===== config.mk =====
export PLATFORM = sky130hd
export DESIGN_NAME = io_iso_wrap
export DESIGN_NICKNAME = d
export VERILOG_FILES = /design/src/rtl/io_iso_wrap.sv
export SDC_FILE = /design/constraint.sdc
export NUM_CORES = 1
export LEC_CHECK = 0
export BUFFER_PORTS_ARGS = -buffer_cell sky130_fd_sc_hd__buf_2
export CORE_AREA = 3 3 45 47
export CTS_BUF_LIST = sky130_fd_sc_hd__clkbuf_8
export DETAILED_ROUTE_END_ITERATION = 10
export DIE_AREA = 0 0 48 50
export GPL_TIMING_DRIVEN = 0
export PLACE_DENSITY_LB_ADDON = 0.25
export SLEW_MARGIN = 15
export SYNTH_ARGS = -nofsm -noshare
export SYNTH_HDL_FRONTEND = slang
export SYNTH_SLANG_ARGS = --single-unit

===== constraint.sdc =====
create_clock -name clk -period 1.3 [get_ports clk]
set_input_delay 0.065 -clock clk [delete_from_list [all_inputs] [get_ports clk]]
set_output_delay 0.065 -clock clk [all_outputs]
set_load 0.05 [all_outputs]

===== src/rtl/io_iso_wrap.sv =====
module io_iso_wrap #(
  parameter int N_IN  = 4,
  parameter int N_OUT = 3
) (
  input  logic             clk,
  input  logic             rst_n,
  input  logic             shift_en,
  input  logic             scan_in,
  output logic             scan_out,
  input  logic             hold_in,
  input  logic             hold_out,
  input  logic [N_IN-1:0]  pin_in,
  output logic [N_IN-1:0]  core_in,
  input  logic [N_OUT-1:0] core_out,
  output logic [N_OUT-1:0] pin_out
);
  localparam int N_CELL = N_IN + N_OUT;

  logic [N_CELL-1:0] cell_q, cell_d, func_v, keep_v, link_v;

  assign func_v = {core_out, pin_in};
  assign keep_v = {{N_OUT{hold_out}}, {N_IN{hold_in}}};
  assign link_v = {cell_q[N_CELL-2:0], scan_in};

  always_comb begin
    if (shift_en) cell_d = link_v;
    else          cell_d = (keep_v & cell_q) | (~keep_v & func_v);
  end

  always_ff @(posedge clk or negedge rst_n) begin
    if (!rst_n) cell_q <= '0;
    else        cell_q <= cell_d;
  end

  assign core_in  = (hold_in  | shift_en) ? cell_q[N_IN-1:0]      : pin_in;
  assign pin_out  = (hold_out | shift_en) ? cell_q[N_CELL-1:N_IN] : core_out;
  assign scan_out = cell_q[N_CELL-1];
endmodule


==> qor.tcl <==
set qor(status) {finished, final reports clean}
set qor(antenna_cells) 0
set qor(tightestPinTransition_ns) 0.2390
set qor(synth.ff_latch_count) 7
set qor(max-clock-path-buffers) 2
set qor(critPathLaunchType) {flop}
set qor(critical_path_peak_fanout) 3
set qor(regToRegSetupSlack_ns) 0.55
set qor(period_share) 0.8880
set qor(die-area_um2) 2400
set qor(postSynthNetCount) 52
set qor(wirelength_um) 911
set qor(post_synth.cell_area_avg_um2) 10.39
set qor(synth_common_cells) {sky130_fd_sc_hd__dfrtp_1 (7), sky130_fd_sc_hd__mux2_2 (7), sky130_fd_sc_hd__mux2i_1 (7), sky130_fd_sc_hd__nand2_1 (7), sky130_fd_sc_hd__o21ai_0 (7)}
set qor(multi_input_comb_area_um2) 220.2
set qor(critical_path_arrival_ns) 1.09
set qor(clock_slew_at_reported_path_ffs_ns) 0.04
set qor(num_vias) 360
set qor(grt_max_degree) 11
set qor(fillerInstances) 175
set qor(rsz_0062_raised_after_global_routing) {false}
set qor(synthDistinctLibCells) 8
set qor(use_met1) 0.1062
set qor(synthesis.area_um2) 405.4
set qor(clock_sinks) 7
set qor(avgViaCountPerCell) 4.500
set qor(core_um2) 1689
set qor(cts-htree-levels) 1
set qor(post_route_cells_drive_above_1_share) 0.5079
set qor(std_cell_rows) 15
set qor(timing.hold.worst.class) {in2reg}
set qor(layout.area.seq_um2) 175.2
set qor(synth_sequential_area_ratio) 0.4321
set qor(place.port_buffers) 19
set qor(clk_latency_ns) 0.22
set qor(post_synth_main_area_contributors) {sky130_fd_sc_hd__dfrtp_1 (43%), sky130_fd_sc_hd__mux2_2 (19%), sky130_fd_sc_hd__mux2i_1 (17%)}
set qor(drt_first_iter_violations) 1
set qor(final.setup_skew_ns) 0.0008617
set qor(maxClockFrequency_ghz) 0.8663
set qor(final_max_slew_viol_count) 0
set qor(cts-root-buf) {sky130_fd_sc_hd__clkbuf_8}
set qor(finalWeightedCongestion) 0.6547
set qor(minimum_clock_period_after_layout_ns) 1.154
set qor(drt_pre_antenna_iters) 2
set qor(number_of_i_o_pins) 21
set qor(initial_core_utilization) 0.2400
set qor(drt.antenna.violating_nets) 0
set qor(grt.busiest_layer) {met2}
set qor(detailedPlacementHpwl_um) 709.2
set qor(p_leak_uw) 0.0002985
set qor(globalRoute.totalOverflow) 0
set qor(grt_util_met2) 0.1101
set qor(total_count_of_hold_check_failures_in_the_final_report) 0
set qor(route.detailed.drc) 0
set qor(async_reset_ff_frac) 1.000
set qor(timing.critical_path.required_ns) 1.24
set qor(postSynthCellCount) 39
set qor(tritoncts.num_buffers) 3
set qor(signed_area_change_from_the_synthesized_netlist_to_the_final_layout_pct) 42.28
set qor(synth_top_area_cell) {sky130_fd_sc_hd__dfrtp_1}
set qor(die_height_um) 50
set qor(final-setup-viol-count) 0
set qor(grt.total_usage) 0.08275
set qor(die_width_um) 48
set qor(vdd.ir_drop.worst_mv) 0.7261
set qor(slew_headroom) 0.8401
set qor(maximum_capacitance_violations) 0
set qor(synth_top_flop_cell) {sky130_fd_sc_hd__dfrtp_1}
set qor(detail_route.wl_per_cell_um) 11.39
set qor(grt_pass1_vias) 333
set qor(met3_routing_resource_usage_after_global_routing) 0.05474
set qor(antenna_found_initial) 0
set qor(setup.worst_path.class) {reg2out}
set qor(synthDominantCellAreaShare) 0.4321
set qor(cts_tree) {built}
set qor(worstSetupEndpointType) {output pin}
set qor(final-instance-count-excl-fill) 80
set qor(finish.net_count) 77
set qor(fin_tns_setup_ns) 0
set qor(count_of_flip_flops_with_a_built_in_enable_after_synthesis) 0
set qor(power-per-cell-area_nw_per_um2) 1419
set qor(synth-warning-count) 0
set qor(placed_cells) 75
set qor(grt_pass1_wl_mm) 1.373
-- logic make-up after synthesis --
logic type,synth area share
multiplexers,0.3673
buffers and inverters,0.02469
AND/OR/NAND/NOR,0.08952
AO/OA/AOI/OAI,0.08641
flip-flops,0.4321
-- area by class of cell --
class | count | area share
multi-input combinational | 30 | 0.3818
sequential | 7 | 0.3037
timing repair buffer | 20 | 0.1822
clock buffer | 3 | 0.07158
tap | 17 | 0.03688
buffer | 2 | 0.01735
clock inverter | 1 | 0.006508
-- cell usage in the layout, fill, tap and decap left out, drive strengths merged --
cell         count
nand2            7
o21ai            7
mux2             7
dfrtp            7
nor2             2
clkbuf           3
inv              1
buf             21
dlygate4sd3      1
mux2i            7
-- per-stage QoR --
| step | instance area (um2) | total power (uW) | setup WS, ns | utilization | hold WS [ns] |
|---|---|---|---|---|---|
| after floorplan | 405.4 | 455.8 | 0.1979 | - | -0.2306 |
| after global placement | 521.8 | 521.5 | 0.2136 | 0.3089 | -0.08822 |
| after detailed placement | 521.8 | 524.6 | 0.2331 | 0.3089 | -0.09046 |
| after CTS | 576.8 | 831.5 | 0.1381 | 0.3415 | 0.05484 |
| after global routing | 576.8 | 858.6 | 0.1131 | 0.3415 | 0.08614 |
| final | 576.8 | 818.5 | 0.1457 | 0.3415 | 0.05872 |
-- layer usage --
| layer | vias up | wire length [um] |
|---|---|---|
| met5 | - | 0 |
| met4 | 0 | 6 |
| met3 | 2 | 79 |
| met2 | 19 | 365 |
| met1 | 156 | 459 |
| li1 | 183 | - |
-- final timing paths --
kind | endpoint | start | cells after the start
worst max-delay path | core_in[0] | flop | 2
max in group asynchronous | async pin | rst_n | 2
worst max register to register | flop | flop | 2
worst min-delay path | flop | scan_in | 3
min in group asynchronous | async pin | rst_n | 2
worst min register to register | flop | flop | 2
-- critical path, cell delays in order, from the launching register on --
cell and delay, ns:
sky130_fd_sc_hd__dfrtp_1 0.39, sky130_fd_sc_hd__mux2_2 0.27, sky130_fd_sc_hd__buf_2 0.21
-- power by group --
| part | internal, uW | switching, uW | total (uW) |
|---|---|---|---|
| sequential | 245 | 18.6 | 264 |
| combinational | 82.9 | 176 | 258 |
| clock | 204 | 92.2 | 296 |
| total | 532 | 286 | 819 |
-- repair_timing --
| item | in CTS | in global routing |
|---|---|---|
| gates resized for setup | 0 | 0 |
| hold buffers | 1 | 0 |
| buffers inserted | 0 | 0 |
| endpoints found under the setup margin | 0 | 0 |
| endpoints found under the hold margin | 7 | 0 |
No activity file was read; power rests on OpenSTA's default activity.
